--- src/rtl/mdio_pkg.sv ---
package mdio_pkg;
  localparam int FRAME_BITS = 64;
  localparam int TA_FIRST   = 46;
  localparam int DATA_FIRST = 48;

  localparam int F_DATA_LSB = 0;
  localparam int F_PHY_LSB  = 16;
  localparam int F_REG_LSB  = 21;
  localparam int F_OP_LSB   = 26;
  localparam int F_BUSY     = 28;
  localparam int F_RVALID   = 29;

  typedef enum logic [1:0] {
    OP_RSV0  = 2'b00,
    OP_WRITE = 2'b01,
    OP_READ  = 2'b10,
    OP_RSV3  = 2'b11
  } mdio_op_e;

  function automatic logic op_is_valid(input logic [1:0] op);
    return (op == OP_WRITE) || (op == OP_READ);
  endfunction

  // Whole frame, first bit on the wire in bit 63.
  function automatic logic [FRAME_BITS-1:0] build_frame(
    input logic [1:0]  op,
    input logic [4:0]  phy,
    input logic [4:0]  regn,
    input logic [15:0] data
  );
    logic [1:0]  ta;
    logic [15:0] payload;
    ta      = (op == OP_READ) ? 2'b11 : 2'b10;
    payload = (op == OP_READ) ? 16'hFFFF : data;
    return {32'hFFFF_FFFF, 2'b01, op, phy, regn, ta, payload};
  endfunction
endpackage

--- src/rtl/mdio_clkgen.sv ---
module mdio_clkgen #(
  parameter int DIV = 64
) (
  input  logic clk,
  input  logic rst_n,
  input  logic run,
  output logic mdc,
  output logic rise_evt,
  output logic bit_end
);
  localparam int HALF = DIV / 2;
  localparam int CW   = (DIV > 2) ? $clog2(DIV) : 1;
  localparam logic [CW-1:0] LAST  = CW'(DIV - 1);
  localparam logic [CW-1:0] PRE_R = CW'(HALF - 1);
  localparam logic [CW-1:0] HALFC = CW'(HALF);

  logic [CW-1:0] cnt;

  initial begin
    if (DIV < 2 || (DIV % 2) != 0)
      $error("mdio_clkgen: DIV must be even and at least 2");
  end

  always_ff @(posedge clk) begin
    if (!rst_n)            cnt <= '0;
    else if (!run)         cnt <= '0;
    else if (cnt == LAST)  cnt <= '0;
    else                   cnt <= cnt + 1'b1;
  end

  assign mdc      = run && (cnt >= HALFC);
  assign rise_evt = run && (cnt == PRE_R);
  assign bit_end  = run && (cnt == LAST);
endmodule

--- src/rtl/mdio_shifter.sv ---
module mdio_shifter
  import mdio_pkg::*;
(
  input  logic                  clk,
  input  logic                  rst_n,
  input  logic                  load,
  input  logic [FRAME_BITS-1:0] load_frame,
  input  logic                  load_rd,
  input  logic                  bit_end,
  input  logic                  rise_evt,
  input  logic                  mdc,
  input  logic                  mdio_i,
  output logic                  busy,
  output logic                  done,
  output logic                  mdio_o,
  output logic                  mdio_oe,
  output logic [15:0]           cap
);
  logic [FRAME_BITS-1:0] sh;
  logic [5:0]            idx;
  logic                  rd_q;
  logic                  in_data;

  assign in_data = idx >= 6'(DATA_FIRST);
  assign done    = busy && bit_end && (idx == 6'(FRAME_BITS - 1));
  assign mdio_oe = busy && (!rd_q || (idx < 6'(TA_FIRST)));
  assign mdio_o  = mdio_oe && sh[FRAME_BITS-1];

  always_ff @(posedge clk) begin
    if (!rst_n) begin
      sh   <= '0;
      idx  <= '0;
      rd_q <= 1'b0;
      busy <= 1'b0;
    end else if (load) begin
      sh   <= load_frame;
      idx  <= '0;
      rd_q <= load_rd;
      busy <= 1'b1;
    end else if (busy && bit_end) begin
      sh  <= {sh[FRAME_BITS-2:0], 1'b0};
      idx <= idx + 1'b1;
      if (done) busy <= 1'b0;
    end
  end

  always_ff @(posedge clk) begin
    if (!rst_n)
      cap <= '0;
    else if (busy && rise_evt && rd_q && in_data)
      cap <= {cap[14:0], mdio_i};
  end

  AST_MDIO_HELD_WHILE_MDC_HIGH: assert property (@(posedge clk) disable iff (!rst_n)
    (busy && mdc && $past(mdc)) |-> $stable(mdio_o));
  AST_BUSY_ENDS_AFTER_LAST_BIT: assert property (@(posedge clk) disable iff (!rst_n)
    $fell(busy) |-> ($past(idx) == 6'(FRAME_BITS - 1)));
endmodule

--- src/rtl/mdio_cmd_master.sv ---
module mdio_cmd_master
  import mdio_pkg::*;
#(
  parameter int DIV = 64
) (
  input  logic        clk,
  input  logic        rst_n,
  input  logic        reg_sel,
  input  logic        wr_en,
  input  logic [31:0] wr_data,
  output logic [31:0] rd_data,
  output logic        mdc,
  output logic        mdio_o,
  output logic        mdio_oe,
  input  logic        mdio_i
);
  logic [4:0]  phy_q, regn_q, own_q;
  logic [1:0]  op_q;
  logic [15:0] data_q;
  logic        rvalid_q;

  logic        busy, done, rise_evt, bit_end;
  logic [15:0] cap;
  logic [1:0]  in_op;
  logic        accept;
  logic [FRAME_BITS-1:0] frame;

  assign in_op  = wr_data[F_OP_LSB +: 2];
  assign accept = wr_en && !reg_sel && !busy && op_is_valid(in_op);
  assign frame  = build_frame(in_op, wr_data[F_PHY_LSB +: 5],
                              wr_data[F_REG_LSB +: 5], wr_data[F_DATA_LSB +: 16]);

  mdio_clkgen #(.DIV(DIV)) u_clk (
    .clk      (clk),
    .rst_n    (rst_n),
    .run      (busy),
    .mdc      (mdc),
    .rise_evt (rise_evt),
    .bit_end  (bit_end)
  );

  mdio_shifter u_shift (
    .clk        (clk),
    .rst_n      (rst_n),
    .load       (accept),
    .load_frame (frame),
    .load_rd    (in_op == OP_READ),
    .bit_end    (bit_end),
    .rise_evt   (rise_evt),
    .mdc        (mdc),
    .mdio_i     (mdio_i),
    .busy       (busy),
    .done       (done),
    .mdio_o     (mdio_o),
    .mdio_oe    (mdio_oe),
    .cap        (cap)
  );

  always_ff @(posedge clk) begin
    if (!rst_n) begin
      phy_q    <= '0;
      regn_q   <= '0;
      op_q     <= '0;
      data_q   <= '0;
      rvalid_q <= 1'b0;
    end else if (accept) begin
      phy_q    <= wr_data[F_PHY_LSB +: 5];
      regn_q   <= wr_data[F_REG_LSB +: 5];
      op_q     <= in_op;
      data_q   <= wr_data[F_DATA_LSB +: 16];
      rvalid_q <= 1'b0;
    end else if (done && op_q == OP_READ) begin
      data_q   <= cap;
      rvalid_q <= 1'b1;
    end
  end

  always_ff @(posedge clk) begin
    if (!rst_n)                 own_q <= '0;
    else if (wr_en && reg_sel)  own_q <= wr_data[4:0];
  end

  always_comb begin
    rd_data = '0;
    if (reg_sel) begin
      rd_data[4:0] = own_q;
    end else begin
      rd_data[F_DATA_LSB +: 16] = data_q;
      rd_data[F_PHY_LSB +: 5]   = phy_q;
      rd_data[F_REG_LSB +: 5]   = regn_q;
      rd_data[F_OP_LSB +: 2]    = op_q;
      rd_data[F_BUSY]           = busy;
      rd_data[F_RVALID]         = rvalid_q;
    end
  end

  AST_IDLE_BUS_QUIET: assert property (@(posedge clk) disable iff (!rst_n)
    !busy |-> (!mdc && !mdio_oe));
  AST_BUSY_NEEDS_WRITE: assert property (@(posedge clk) disable iff (!rst_n)
    $rose(busy) |-> ($past(wr_en) && !$past(reg_sel)));
  AST_RVALID_ONLY_READ: assert property (@(posedge clk) disable iff (!rst_n)
    $rose(rvalid_q) |-> (op_q == OP_READ));
  AST_FIELDS_FROZEN_WHILE_BUSY: assert property (@(posedge clk) disable iff (!rst_n)
    (busy && $past(busy)) |-> ($stable(phy_q) && $stable(regn_q) && $stable(op_q)));
endmodule

--- config.mk ---
export PLATFORM = sky130hd
export DESIGN_NAME = mdio_cmd_master
export DESIGN_NICKNAME = d
export VERILOG_FILES = /design/src/rtl/mdio_pkg.sv /design/src/rtl/mdio_clkgen.sv /design/src/rtl/mdio_shifter.sv /design/src/rtl/mdio_cmd_master.sv
export SDC_FILE = /design/constraint.sdc
export NUM_CORES = 1
export LEC_CHECK = 0
export ABC_AREA = 1
export BUFFER_PORTS_ARGS = -buffer_cell sky130_fd_sc_hd__clkbuf_2
export CORE_ASPECT_RATIO = 1.5
export CORE_MARGIN = 8
export CORE_UTILIZATION = 35
export CTS_BUF_LIST = sky130_fd_sc_hd__clkbuf_16
export DETAILED_ROUTE_END_ITERATION = 8
export SYNTH_ARGS = -nofsm -noshare
export SYNTH_HDL_FRONTEND = slang
export SYNTH_SLANG_ARGS = --single-unit
export TNS_END_PERCENT = 20
--- constraint.sdc ---
create_clock -name clk -period 4.9 [get_ports clk]
set_input_delay 0.49 -clock clk [delete_from_list [all_inputs] [get_ports clk]]
set_output_delay 0.49 -clock clk [all_outputs]
set_load 0.05 [all_outputs]
==> impl_metrics.csv <==
group,metric,value,unit
die,io_pins,72,
die,start_util,0.353,
yosys,yosysTopAreaCell,"dfxtp_1",
cts,clockBufferDepth,2,
cts,cts_tree,"built",
finish,multi_input_area,2240,µm²
setup_path,path_max_fanout,53,
setup_path,endpoint_kind,"flop",
timing,tightest_slew,960,ps
cts,clk_pin_slew,60,ps
yosys,seq_area_frac_synth,0.489,
setup_path,critPathSlowestCell,"inv_1",
timing,rsz0062_at_grt,"false",
timing,clock_skew,9.26,ps
timing,post-route-period-util,0.532,
cts,cts_num_sinks,128,
yosys,netlist_area,5240,µm²
cts,cts_resized,0,
yosys,ys_ff_latch,128,
global_routing,grt_pass1_vias,4301,
route,drtIter0Drc,240,
global_routing,grt_max_degree,59,
global_routing,grt_pass1_wl,20700,µm
route,drt-pass1-iter-count,4,
place,port-buffer-count,65,
setup_path,criticalPathCategory,"reg -> reg",
finish,layout.nets,811,
pwr,p_leak,0.00257,µW
job,maxCapViolCount,0,
timing,finalMaxSlewViolations,0,
place,dp_hpwl,8350,µm
hold_path,hold_class,"in -> reg",
route,antenna_left,0,
yosys,yosys-top-cells-area,"dfxtp_1, nor2_1, o21ai_0",
finish,n_antenna_cell,0,
cts,cts_post_setup_buffers_inserted,0,
route,num_vias,4593,
cts,root_buffer,"clkbuf_16",
yosys,synth-main-ff-cell,"dfxtp_1",
setup_path,crit_buf_inv,3,
finish,nFillCells,1610,
die,die_y,166,µm
yosys,synth_warnings,0,
timing,post-route-min-period,2610,ps
yosys,synth_cells,722,
yosys,synth_top_area_frac,0.489,
cts,cts_max_level,4,
route,drt-total-wl,12400,µm
outcome,outcome,"finished, final reports clean",
global_routing,grt_use_total,0.134,
timing,hold_ws,302,ps
die,chipWidth,116,µm
timing,fmax,0.384,GHz
pwr,powerDensity,399,nW/µm²
setup_path,cp-start-kind,"flop",
finish,drive_above_1_share,0.143,
timing,maxSlewHeadroom,0.358,
setup_path,cpLargestDelayFamily,"buffers and inverters",
timing,finalSetupViolations,0,
yosys,synthDistinctLibCells,31,
pwr,irDropWorstVdd,0.257,mV
setup_path,path_cells,"ha_1 > nand3_2 > nor2_1 > nand2_1 > buf_4 > nand2_1 > buf_4 > inv_1 > a21oi_1 > nor2_1",
timing,setup-tns-final,0,ps
finish,area_growth,19.3,%
timing,hold_viol,0,
yosys,synth-async-reset-ratio,0,
global_routing,overflow,0,
cts,cts.hold.buffers_added,0,
cts,numCtsBuffers,17,
finish,seq_area,2560,µm²
route,wl_per_cell,12.6,µm
yosys,synth_area_per_cell,7.26,µm²
die,core_area,14900,µm²
global_routing,antenna_found_initial,0,
setup_path,arrival,2890,ps
setup_path,cp_data_required_time,5180,ps
yosys,synth_edf_count,0,
die,row_count,55,
route,via_per_inst,4.69,
route,drc,0,
setup_path,slowest_delay,440,ps
cts,clock_latency,410,ps
place,gp_congestion,0.760,
die,die_area,19200,µm²
==> worst paths after layout <==
kind	startpoint	to	slack [ps]	depth (start not counted)
setup / recovery	u_clk.cnt[0]	u_shift.sh[18]	2290	10
hold / removal	mdio_i	u_shift.cap[0]	300	3
setup reg to reg	u_clk.cnt[0]	u_shift.sh[18]	2290	10
hold reg to reg	u_shift.sh[17]	u_shift.sh[17]	450	2
==> layout by cell type, fill, tap and decap left out, types with 2 or more instances in the layout <==
master,instances
nor2_1,136
dfxtp_1,128
nand2_1,116
o21ai_0,89
a21oi_1,79
inv_1,66
clkbuf_2,65
nand3_1,18
clkbuf_16,17
and2_1,8
a31oi_1,7
buf_4,6
mux2_2,5
clkinv_1,4
o22ai_1,4
ha_1,4
nor3_1,3
clkinvlp_4,3
bufinv_16,3
clkinv_2,3
nand2_2,2
nand4_1,2
conb_1,2
==> stage by stage <==
stage	instance area, µm²	instances	utilization	total power (µW)	setup slack, ps
2_1_floorplan	5250	723	-	1240	2570
3_3_place_gp	5680	950	0.382	1290	1980
3_5_place_dp	5680	950	0.382	1290	1980
4_1_cts	6250	980	0.421	2520	2250
5_1_grt	6250	980	0.421	2580	1960
6_report	6250	980	0.421	2500	2290
==> worst register-to-register path, cell delays in order, from the launching register on <==
cell and delay (ps):
dfxtp_1 390, ha_1 230, nand3_2 140, nor2_1 110, nand2_1 50, buf_4 270, nand2_1 130, buf_4 390
inv_1 470, a21oi_1 250, nor2_1 50
==> registers in the layout, summed over array words and instances, names as in the netlist <==
signal	cells
u_shift.cap	16
op_q	2
data_q	16
u_shift.sh	64
own_q	5
phy_q	5
u_shift.busy	1
regn_q	5
rvalid_q	1
u_clk.cnt	6
u_shift.idx	6
u_shift.rd_q	1
==> cells in the mapped netlist (all sizes together), types with 5 or more instances <==
master and count:
nor2 137, a31oi 7, nand2 119, buf 14, mux2 5, inv 67
nand3 20, and2 8, a21oi 79, o21ai 89, clkbuf 29, dfxtp 128
==> where the power goes <==
group	internal [µW]	switching, µW
combinational	50.4	117
clock	785	447
sequential	1080	17.7
total	1920	581
==> metal layers <==
| layer | wire (µm) | up-vias | GRT usage |
|---|---|---|---|
| li1 | - | 2400 | - |
| met1 | 5310 | 2098 | 0.152 |
| met2 | 6290 | 79 | 0.226 |
| met3 | 573 | 16 | 0.0386 |
| met4 | 201 | 0 | 0.0584 |
| met5 | 0 | - | 0 |
==> layout make-up <==
| class | count | share of cell area |
|---|---|---|
| sequential | 128 | 0.410 |
| timing repair buffer | 71 | 0.0592 |
| tap | 199 | 0.0398 |
| inverter | 68 | 0.0408 |
| multi-input combinational | 484 | 0.359 |
| clock buffer | 17 | 0.0680 |
| clock inverter | 13 | 0.0236 |
==> logic make-up after synthesis <==
| logic type | share of synthesized area |
|---|---|
| AND/OR/NAND/NOR | 0.226 |
| AO/OA/AOI/OAI | 0.178 |
| flip-flops | 0.489 |
| buffers and inverters | 0.0840 |
| multiplexers | 0.0107 |
| adder cells (fa/ha/maj) | 0.00955 |
| other | 0.000715 |
| XOR/XNOR | 0.00167 |
No activity file was read; power rests on OpenSTA's default activity.
